File: src/rtl/fpu_gate_pkg.sv
package fpu_gate_pkg;
   typedef enum logic [1:0] {
      SEL_SAC   = 2'd0,
      SEL_CPAC  = 2'd1,
      SEL_HTRAP = 2'd2,
      SEL_NONE  = 2'd3
   } reg_sel_e;

   localparam logic [1:0] LVL_NONE = 2'd0;
   localparam logic [1:0] LVL_1    = 2'd1;
   localparam logic [1:0] LVL_2    = 2'd2;
   localparam logic [1:0] LVL_3    = 2'd3;
   localparam logic [1:0] FIELD_FULL = 2'b11;
endpackage

File: src/rtl/fpu_gate_preg.sv
module fpu_gate_preg #(
   parameter int          DATA_W  = 32,
   parameter logic [63:0] RST_VAL = 64'd0
) (
   input  logic              clk,
   input  logic              rst,
   input  logic              we,
   input  logic [DATA_W-1:0] keep_mask,
   input  logic [DATA_W-1:0] wdata,
   output logic [DATA_W-1:0] q
);
   localparam logic [DATA_W-1:0] RST_Q = RST_VAL[DATA_W-1:0];

   always_ff @(posedge clk) begin
      if (rst)     q <= RST_Q;
      else if (we) q <= (wdata & ~keep_mask) | (q & keep_mask);
   end

   // bits under the keep mask survive the write
   a_r6_keep_bits: assert property (@(posedge clk) disable iff (rst)
      we |=> ((q & $past(keep_mask)) == ($past(q) & $past(keep_mask))));

   // no strobe, no change
   a_r13_hold: assert property (@(posedge clk) disable iff (rst)
      !we |=> $stable(q));
endmodule

File: src/rtl/fpu_gate_rdview.sv
module fpu_gate_rdview
   import fpu_gate_pkg::*;
#(
   parameter int DATA_W = 32,
   parameter int CP_LO  = 20,
   parameter int CP_HI  = 23,
   parameter int HT_LO  = 10,
   parameter int HT_HI  = 11
) (
   input  logic [1:0]        sel,
   input  logic              gated,
   input  logic [DATA_W-1:0] sac_q,
   input  logic [DATA_W-1:0] cpac_q,
   input  logic [DATA_W-1:0] htrap_q,
   output logic [DATA_W-1:0] rdata
);
   localparam int CP_W = CP_HI - CP_LO + 1;
   localparam int HT_W = HT_HI - HT_LO + 1;
   localparam logic [DATA_W-1:0] CP_MASK = DATA_W'(((64'd1 << CP_W) - 64'd1) << CP_LO);
   localparam logic [DATA_W-1:0] HT_MASK = DATA_W'(((64'd1 << HT_W) - 64'd1) << HT_LO);

   logic [DATA_W-1:0] cp_view, ht_view;

   always_comb begin
      cp_view = gated ? (cpac_q & ~CP_MASK) : cpac_q;
      ht_view = gated ? (htrap_q | HT_MASK) : htrap_q;
      unique case (reg_sel_e'(sel))
         SEL_SAC:   rdata = sac_q;
         SEL_CPAC:  rdata = cp_view;
         SEL_HTRAP: rdata = ht_view;
         default:   rdata = '0;
      endcase
   end
endmodule

File: src/rtl/fpu_gate_trapsel.sv
module fpu_gate_trapsel
   import fpu_gate_pkg::*;
(
   input  logic       clk,
   input  logic       rst,
   input  logic [1:0] cur_el,
   input  logic       secure,
   input  logic       gated,
   input  logic [1:0] cp_field,
   input  logic       ht_bit,
   output logic [1:0] trap_el
);
   logic low_lvl, below3;

   always_comb begin
      low_lvl = (cur_el == LVL_NONE) || (cur_el == LVL_1);
      below3  = (cur_el != LVL_3);
      trap_el = LVL_NONE;
      if (gated && below3)
         trap_el = (cur_el == LVL_2) ? LVL_2 : LVL_1;
      else if (low_lvl && (cp_field != FIELD_FULL))
         trap_el = LVL_1;
      else if (below3 && !secure && ht_bit)
         trap_el = LVL_2;
   end

   a_r8_gate_el2: assert property (@(posedge clk) disable iff (rst)
      (gated && cur_el == LVL_2) |-> (trap_el == LVL_2));

   a_r8_gate_low: assert property (@(posedge clk) disable iff (rst)
      (gated && cur_el != LVL_2 && cur_el != LVL_3) |-> (trap_el == LVL_1));

   a_r10_top_level: assert property (@(posedge clk) disable iff (rst)
      (cur_el == LVL_3) |-> (trap_el == LVL_NONE));
endmodule

File: src/rtl/fpu_sec_gate.sv
module fpu_sec_gate
   import fpu_gate_pkg::*;
#(
   parameter int DATA_W    = 32,
   parameter int EN_BIT    = 10,
   parameter int CP_LO     = 20,
   parameter int CP_HI     = 23,
   parameter int HT_LO     = 10,
   parameter int HT_HI     = 11,
   parameter bit HAS_TOP   = 1'b1,
   parameter bit TOP_IS_64 = 1'b0
) (
   input  logic              clk,
   input  logic              rst,
   input  logic              wr_en,
   input  logic [1:0]        addr,
   input  logic [DATA_W-1:0] wdata,
   input  logic              secure,
   input  logic [1:0]        cur_el,
   output logic [DATA_W-1:0] rdata,
   output logic [1:0]        trap_el
);
   localparam int  CP_W     = CP_HI - CP_LO + 1;
   localparam int  HT_W     = HT_HI - HT_LO + 1;
   localparam bit  GATE_ON  = HAS_TOP && !TOP_IS_64;
   localparam logic [DATA_W-1:0] CP_MASK = DATA_W'(((64'd1 << CP_W) - 64'd1) << CP_LO);
   localparam logic [DATA_W-1:0] HT_MASK = DATA_W'(((64'd1 << HT_W) - 64'd1) << HT_LO);

   generate
      if (DATA_W < 2 || DATA_W > 64)         begin : g_bad_w  $error("DATA_W out of range"); end
      if (EN_BIT >= DATA_W)                  begin : g_bad_en $error("EN_BIT outside word"); end
      if (CP_HI < CP_LO + 1 || CP_HI >= DATA_W) begin : g_bad_cp $error("bad permission field"); end
      if (HT_HI < HT_LO || HT_HI >= DATA_W)  begin : g_bad_ht $error("bad trap field"); end
   endgenerate

   logic [DATA_W-1:0] sac_q, cpac_q, htrap_q;
   logic              gated;
   logic              we_sac, we_cpac, we_htrap;
   logic [DATA_W-1:0] keep_cp, keep_ht;

   generate
      if (GATE_ON) begin : g_gate
         assign gated = !secure && !sac_q[EN_BIT];
      end else begin : g_nogate
         assign gated = 1'b0;
      end
   endgenerate

   always_comb begin
      we_sac   = wr_en && (addr == SEL_SAC) && secure;
      we_cpac  = wr_en && (addr == SEL_CPAC);
      we_htrap = wr_en && (addr == SEL_HTRAP);
      keep_cp  = gated ? CP_MASK : '0;
      keep_ht  = gated ? HT_MASK : '0;
   end

   fpu_gate_preg #(.DATA_W(DATA_W)) u_sac (
      .clk(clk), .rst(rst), .we(we_sac), .keep_mask('0),
      .wdata(wdata), .q(sac_q));

   fpu_gate_preg #(.DATA_W(DATA_W)) u_cpac (
      .clk(clk), .rst(rst), .we(we_cpac), .keep_mask(keep_cp),
      .wdata(wdata), .q(cpac_q));

   fpu_gate_preg #(.DATA_W(DATA_W)) u_htrap (
      .clk(clk), .rst(rst), .we(we_htrap), .keep_mask(keep_ht),
      .wdata(wdata), .q(htrap_q));

   fpu_gate_rdview #(
      .DATA_W(DATA_W), .CP_LO(CP_LO), .CP_HI(CP_HI), .HT_LO(HT_LO), .HT_HI(HT_HI)
   ) u_view (
      .sel(addr), .gated(gated), .sac_q(sac_q), .cpac_q(cpac_q),
      .htrap_q(htrap_q), .rdata(rdata));

   fpu_gate_trapsel u_trap (
      .clk(clk), .rst(rst), .cur_el(cur_el), .secure(secure), .gated(gated),
      .cp_field(cpac_q[CP_LO+1:CP_LO]), .ht_bit(htrap_q[HT_LO]),
      .trap_el(trap_el));

   // non-secure writes never reach the secure access register
   a_r2_ns_sac_hold: assert property (@(posedge clk) disable iff (rst)
      (wr_en && addr == SEL_SAC && !secure) |=> $stable(sac_q));

   // unmapped address reads zero
   a_r12_unmapped_zero: assert property (@(posedge clk) disable iff (rst)
      (addr == SEL_NONE) |-> (rdata == '0));

   generate
      if (GATE_ON) begin : g_chk_gate
         a_r3_ns_cp_zero: assert property (@(posedge clk) disable iff (rst)
            (!secure && !sac_q[EN_BIT] && addr == SEL_CPAC) |-> (rdata[CP_HI:CP_LO] == '0));
         a_r5_ns_ht_ones: assert property (@(posedge clk) disable iff (rst)
            (!secure && !sac_q[EN_BIT] && addr == SEL_HTRAP) |-> (&rdata[HT_HI:HT_LO]));
      end else begin : g_chk_nogate
         a_r11_plain_cp: assert property (@(posedge clk) disable iff (rst)
            (addr == SEL_CPAC) |-> (rdata == cpac_q));
      end
   endgenerate
endmodule

File: config.mk
export PLATFORM = sky130hd
export DESIGN_NAME = fpu_sec_gate
export DESIGN_NICKNAME = d
export VERILOG_FILES = /design/src/rtl/fpu_gate_pkg.sv /design/src/rtl/fpu_gate_preg.sv /design/src/rtl/fpu_gate_rdview.sv /design/src/rtl/fpu_gate_trapsel.sv /design/src/rtl/fpu_sec_gate.sv
export SDC_FILE = /design/constraint.sdc
export NUM_CORES = 1
export LEC_CHECK = 0
export ABC_AREA = 1
export CORE_ASPECT_RATIO = 1.2
export CORE_MARGIN = 10
export CORE_UTILIZATION = 40
export DETAILED_ROUTE_END_ITERATION = 16
export DONT_BUFFER_PORTS = 1
export SLEW_MARGIN = 20
export SYNTH_ARGS = -nofsm -noshare
export SYNTH_HDL_FRONTEND = slang
export SYNTH_SLANG_ARGS = --single-unit
File: constraint.sdc
create_clock -name clk -period 1 [get_ports clk]
set_input_delay 0.05 -clock clk [delete_from_list [all_inputs] [get_ports clk]]
set_output_delay 0.05 -clock clk [all_outputs]
set_load 0.005 [all_outputs]
==> flow_summary_export.csv, run 1 <==
group,metric,value,unit
job,maxCapViolations,0,
synthesis,ys_warn_count,0,
synthesis,synth_common_cells,"nand2_1, dfxtp_1, nor2_1",
status,outcome,"complete, but fails checks",
route,routed_wl,11900,um
setup_path,crit_slowest_cell,"dfxtp_4",
hold_path,holdCritStartpoint,"wr_en",
cts,cts_made_buffers,9,
sta,setup_viol,14,
cells_and_area,area_growth,26.0,%
power_and_ir_drop,p_leak,1.92,nW
floorplanning,start_util,40.6,%
power_and_ir_drop,power_density,1690,nW/um^2
setup_path,startpoint_type,"flip-flop",
cts,clockBufferDepth,2,
cts,path_clk_slew,0.06,ns
setup_path,rrSetupSlack,-0.02,ns
floorplanning,die_w,112,um
sta,min_period,1.21,ns
setup_path,crit_type,"flip-flop to primary output",
grt,grt_start_max_net_pins,38,
floorplanning,die_area,14500,sq um
sta,fmax,0.827,GHz
sta,fin_crit_sh,121,%
synthesis,ys.flop_type,"dfxtp_1",
grt,grt_pass1_vias,3637,
synthesis,syn_avg_cell_area,7.26,sq um
sta,rsz0062_at_grt,"yes",
synthesis,synth_top_area_share,47.8,%
power_and_ir_drop,max-vdd-ir-drop,833,uV
grt,grtUsageTotal,16.0,%
cells_and_area,multiInputGateArea,1790,sq um
sta,slew-limit-headroom,75.6,%
cells_and_area,num-nets-final,637,
route,first_iter_violations,233,
status,violations,"setup timing",
floorplanning,die-height,130,um
cells_and_area,drive_above_1_share,17.1,%
hold_path,worstHoldPathCells,4,
sta,hold_ws,0.0125,ns
route,drc,0,
grt,grt_pass1_wl,18800,um
placed_design,dp_hpwl,7820,um
cts,clockRootBuffer,"clkbuf_16",
hold_path,hp-class,"input port to flip-flop",
setup_path,worst_r2r_path_depth,5,
route,wl_per_cell,16.3,um
cells_and_area,seq_area,1950,sq um
cells_and_area,nFillCells,995,
cells_and_area,n_antenna_cell,0,
cts,clkLatencyLatePin,0.34,ns
synthesis,yosysTopAreaCell,"dfxtp_1",
setup_path,path_buf_inv,0,
synthesis,ys_seq_elements,96,
setup_path,path_delay_family,"flip-flops",
setup_path,crit_arrival,1.16,ns
synthesis,synthesis.nets,594,
setup_path,required,0.95,ns
synthesis,synthArstFlopShare,0,%
synthesis,ys_types,18,
sta,layout_setup_ws,-0.208,ns
cts,clock_sinks,96,
floorplanning,rows,40,
sta,max_slew.worst_pin.slew,0.364,ns
sta,final_max_slew_viol_count,0,
setup_path,cp_max_fo,5,
placed_design,gp_congestion,0.841,
sta,skew,0.00152,ns
cts,h-tree-depth,3,
grt,overflow,0,
synthesis,syn-cell-area,4020,sq um
route,viasPerCell,5.29,
synthesis,synthTopCellsByArea,"dfxtp_1, nand2_1, o21ai_0, nor2_1, a21oi_1",
synthesis,synth_edf_count,0,
floorplanning,io_pins,74,
setup_path,r2r_start,"u_sac.q[10]",
route,first_pass_iters,5,
sta,hold_viol,0,
route,drtAntennaViolNets,0,
route,vias,3852,
power_and_ir_drop,fin_total_pwr,8.55,mW
synthesis,synthCells,554,
placed_design,io_buffers,0,
floorplanning,core,9910,sq um
setup_path,path_cells,"nor2_4 > o21ai_1 > o211ai_1",
setup_path,cpPeakStageDelay,0.37,ns
setup_path,cp-end-kind,"primary output",
cts,cts_tree,"done",
synthesis,yosysSeqAreaShare,47.8,%
grt,antenna_found_initial,0,
synthesis,synth.most_common_cell,"nand2_1",
==> cell usage in the layout, fill, tap and decap left out, types with 2 or more instances in the layout <==
| cell type | n |
|---|---|
| inv_1 | 22 |
| inv_2 | 22 |
| clkinv_2 | 3 |
| dlygate4sd3_1 | 34 |
| clkbuf_16 | 9 |
| nand3_2 | 2 |
| nor2_4 | 4 |
| dfxtp_1 | 76 |
| buf_4 | 28 |
| nor2_2 | 2 |
| o211ai_1 | 33 |
| bufinv_16 | 2 |
| dfxtp_2 | 19 |
| o21ai_1 | 6 |
| nor2_1 | 77 |
| nand2_1 | 105 |
| a21oi_1 | 58 |
| nand3_1 | 27 |
| o21ai_0 | 59 |
| buf_12 | 6 |
==> power breakdown <==
part	switching [mW]	leakage [nW]	internal, mW
clock	1.45	0.156	2.18
sequential	0.0711	0.791	3.98
combinational	0.508	0.970	0.355
total	2.03	1.92	6.52
==> cell type report <==
type	count	area share, %
Timing Repair Buffer	69	13.5
Clock buffer	10	4.52
Sequential cell	96	38.5
Clock inverter	6	1.65
Multi-Input combinational cell	375	35.3
Tap cell	126	3.11
Inverter	46	3.46
==> logic make-up (layout without fill, tap and decap cells) <==
| group | after synthesis | count (layout) | synth area share, % |
|---|---|---|---|
| flip-flops | 96 | 96 | 47.8 |
| AND/OR/NAND/NOR | 218 | 218 | 21.8 |
| AO/OA/AOI/OAI | 157 | 157 | 21.6 |
| buffers and inverters | 83 | 131 | 8.77 |
==> flip-flops by register name, indices dropped and copies added (netlist names), named ones only <==
register,cells
u_sac.q,32
u_htrap.q,30
u_cpac.q,28
==> per-layer routing <==
| metal | vias to the layer above | wire, um | GRT usage, % |
|---|---|---|---|
| met5 | - | 0 | 0 |
| met4 | 0 | 363 | 8.63 |
| met3 | 22 | 464 | 3.58 |
| met2 | 86 | 5870 | 27.2 |
| met1 | 1842 | 5170 | 18.4 |
| li1 | 1902 | - | - |
==> per-stage QoR <==
stage / setup slack, ns / util (%) / std cells / cell area [sq um] / TNS [ns]
finish: -0.208 / 51.1 / 728 / 5070 / -1.58
floorplan: 0.109 / - / 554 / 4020 / 0
global placement: 0.0222 / 42.7 / 666 / 4230 / 0
detailed placement: -0.0355 / 42.7 / 666 / 4230 / -0.0655
global route: -0.242 / 51.1 / 728 / 5070 / -2.93
CTS: -0.207 / 50.5 / 722 / 5000 / -1.72
==> tightest hold or removal path, cell delays in order <==
cell	delay [ns]
nand3_2	0.07
nor2_1	0.07
nor2_1	0.09
nor2_1	0.05
==> timing repair <==
| item | CTS | global route |
|---|---|---|
| setup endpoints to repair | 29 | 39 |
| hold buffers | 36 | 0 |
| gates resized for setup | 16 | 38 |
| buffers inserted | 4 | 6 |
| endpoints found under the hold margin | 96 | 0 |
| pin swaps | 20 | 29 |
==> worst max-delay path by stage <==
stage	startpoint	endpoint	slack [ns]	cells after the start
final	u_sac.q[10]	rdata[10]	-0.21	3
after global routing	u_sac.q[10]	rdata[21]	-0.24	4
after CTS	u_sac.q[10]	trap_el[0]	-0.21	4
after detailed placement	u_sac.q[10]	flip-flop	-0.04	5
after global placement	u_sac.q[10]	flip-flop	0.02	4
after floorplan	u_sac.q[10]	flip-flop	0.11	5
Note: power is estimated with default switching activity, not from simulation.
==> inputs of run 2 (changes only) <==
--- a/config.mk
+++ b/config.mk
@@ -11,6 +11,7 @@
 export CORE_UTILIZATION = 40
 export DETAILED_ROUTE_END_ITERATION = 16
 export DONT_BUFFER_PORTS = 1
+export MAX_ROUTING_LAYER = met4
 export SLEW_MARGIN = 20
 export SYNTH_ARGS = -nofsm -noshare
 export SYNTH_HDL_FRONTEND = slang
==> run 2 against run 1 <==
Effect of this change:
- the run still ends with setup timing left
- worst setup slack lost 0.0034 ns
- final cell count is the same
- global-route usage rose by 0.48 points
- critical endpoint unchanged
- highest routed layer unchanged
==> flow_summary_export.csv, run 2 (same netlist as run 1, synthesis figures left out) <==
group,metric,value,unit
sta,hold_ws,0.0112,ns
placed_design,post_dp_cell_area,4230,sq um
grt,use_met2,27.2,%
route,drtAntennaViolNets,0,
cts,clockBufferDepth,2,
sta,fin_crit_sh,121,%
cells_and_area,fin_area,5070,sq um
cts,cts_tree,"done",
grt,grtUsageTotal,16.5,%
sta,skew,0.00239,ns
route,first_iter_violations,237,
cells_and_area,n_antenna_cell,0,
grt,antenna_found_initial,0,
cells_and_area,final_common_cell,"nand2_1",
setup_path,required,0.95,ns
cells_and_area,nFillCells,995,
cells_and_area,reg_top3,"u_sac.q x32, u_htrap.q x30, u_cpac.q x28",
floorplanning,core,9910,sq um
sta,max_slew.worst_pin.slew,0.363,ns
route,vias,3851,
sta,final_max_slew_viol_count,0,
power_and_ir_drop,p_leak,1.92,nW
setup_path,crit_type,"flip-flop to primary output",
setup_path,path_buf_inv,0,
setup_path,path_delay_family,"flip-flops",
cells_and_area,num-nets-final,637,
sta,rsz0062_at_grt,"yes",
floorplanning,rows,40,
cts,path_clk_slew,0.07,ns
cts,cts_made_buffers,9,
floorplanning,die_w,112,um
setup_path,cp_max_fo,5,
placed_design,pre_cts_ws,-0.0355,ns
placed_design,dp_hpwl,7820,um
setup_path,crit_slowest_cell,"dfxtp_4",
setup_path,cp-end-kind,"primary output",
route,wl_per_cell,16.3,um
grt,grt_pass1_vias,3634,
sta,hold_viol,0,
route,routed_wl,11900,um
sta,setup_viol,14,
grt,grt_use_met1,18.6,%
sta,slew-limit-headroom,75.7,%
setup_path,path_cells,"nor2_4 > o21ai_1 > o211ai_1",
route,viasPerCell,5.29,
hold_path,hp-class,"input port to flip-flop",
route,first_pass_iters,4,
grt,grt_start_max_net_pins,38,
cts,clockRootBuffer,"clkbuf_16",
cells_and_area,drive_above_1_share,17.1,%
status,outcome,"complete, but fails checks",
grt,met3_usage,3.35,%
floorplanning,io_pins,74,
route,drc,0,
floorplanning,start_util,40.6,%
grt,busiest_layer,"met2",
sta,min_period,1.21,ns
power_and_ir_drop,power_density,1690,nW/um^2
cells_and_area,top_register,"u_sac.q",
floorplanning,die-height,130,um
grt,overflow,0,
sta,setup_tns,-1.61,ns
cts,clkLatencyLatePin,0.35,ns
setup_path,startpoint_type,"flip-flop",
sta,layout_setup_ws,-0.212,ns
cells_and_area,seq_area,1950,sq um
cells_and_area,multiInputGateArea,1790,sq um
cts,h-tree-depth,3,
status,violations,"setup timing",
cells_and_area,final_cell_mix,"nand2_1, nor2_1, dfxtp_1",
cells_and_area,area_growth,26.0,%
setup_path,crit_arrival,1.16,ns
sta,fmax,0.825,GHz
setup_path,cpPeakStageDelay,0.37,ns
floorplanning,die_area,14500,sq um
job,maxCapViolations,0,
placed_design,gp_congestion,0.854,
placed_design,io_buffers,0,
cells_and_area,largest_register_ffs,32,
cts,clock_sinks,96,
power_and_ir_drop,max-vdd-ir-drop,837,uV
grt,grt_pass1_wl,18800,um
[run 2: cell counts in the layout (fill, tap and decap cells not counted)]
Identical to the previous run, type by type.
[run 2: repair_timing]
action	4_1_cts	5_1_grt
setup buffers	4	6
pin swaps	20	29
gates resized for setup	16	38
endpoints found under the setup margin	29	39
hold buffers	36	0
endpoints found under the hold margin	96	0
[run 2: layout make-up]
class                      count  share of cell area, %
multi-input combinational    375                   35.3
timing repair buffer          69                   13.5
sequential                    96                   38.5
inverter                      46                   3.46
clock buffer                  10                   4.52
tap                          126                   3.11
clock inverter                 6                   1.65
[run 2: layer usage]
layer | up-vias | wire (um)
li1 | 1902 | -
met1 | 1833 | 5190
met2 | 92 | 5870
met3 | 24 | 471
met4 | 0 | 366
met5 | - | 0
[run 2: metrics by stage]
stage,power [mW],cells,util [%]
global route,8.90,728,51.1
detailed placement,4.73,666,42.7
CTS,8.59,722,50.5
floorplan,4.57,554,-
global placement,4.71,666,42.7
finish,8.57,728,51.1
[run 2: worst min-delay path: stages]
cell     delay (ns)
nand3_2        0.07
nor2_1         0.07
nor2_1         0.09
nor2_1         0.05
[run 2: worst paths after layout]
kind,startpoint,end,slack (ns),cells after the start
worst max-delay path,u_sac.q[10],rdata[10],-0.21,3
worst min-delay path,wr_en,flip-flop,0.01,4
worst max register to register,u_sac.q[10],flip-flop,-0.02,5
worst min register to register,u_htrap.q[27],u_htrap.q[27],0.44,2
[run 2: power breakdown]
group,total [mW],internal (mW),switching (mW)
sequential,4.05,3.98,0.0715
clock,3.65,2.18,1.47
combinational,0.863,0.355,0.508
total,8.57,6.52,2.05
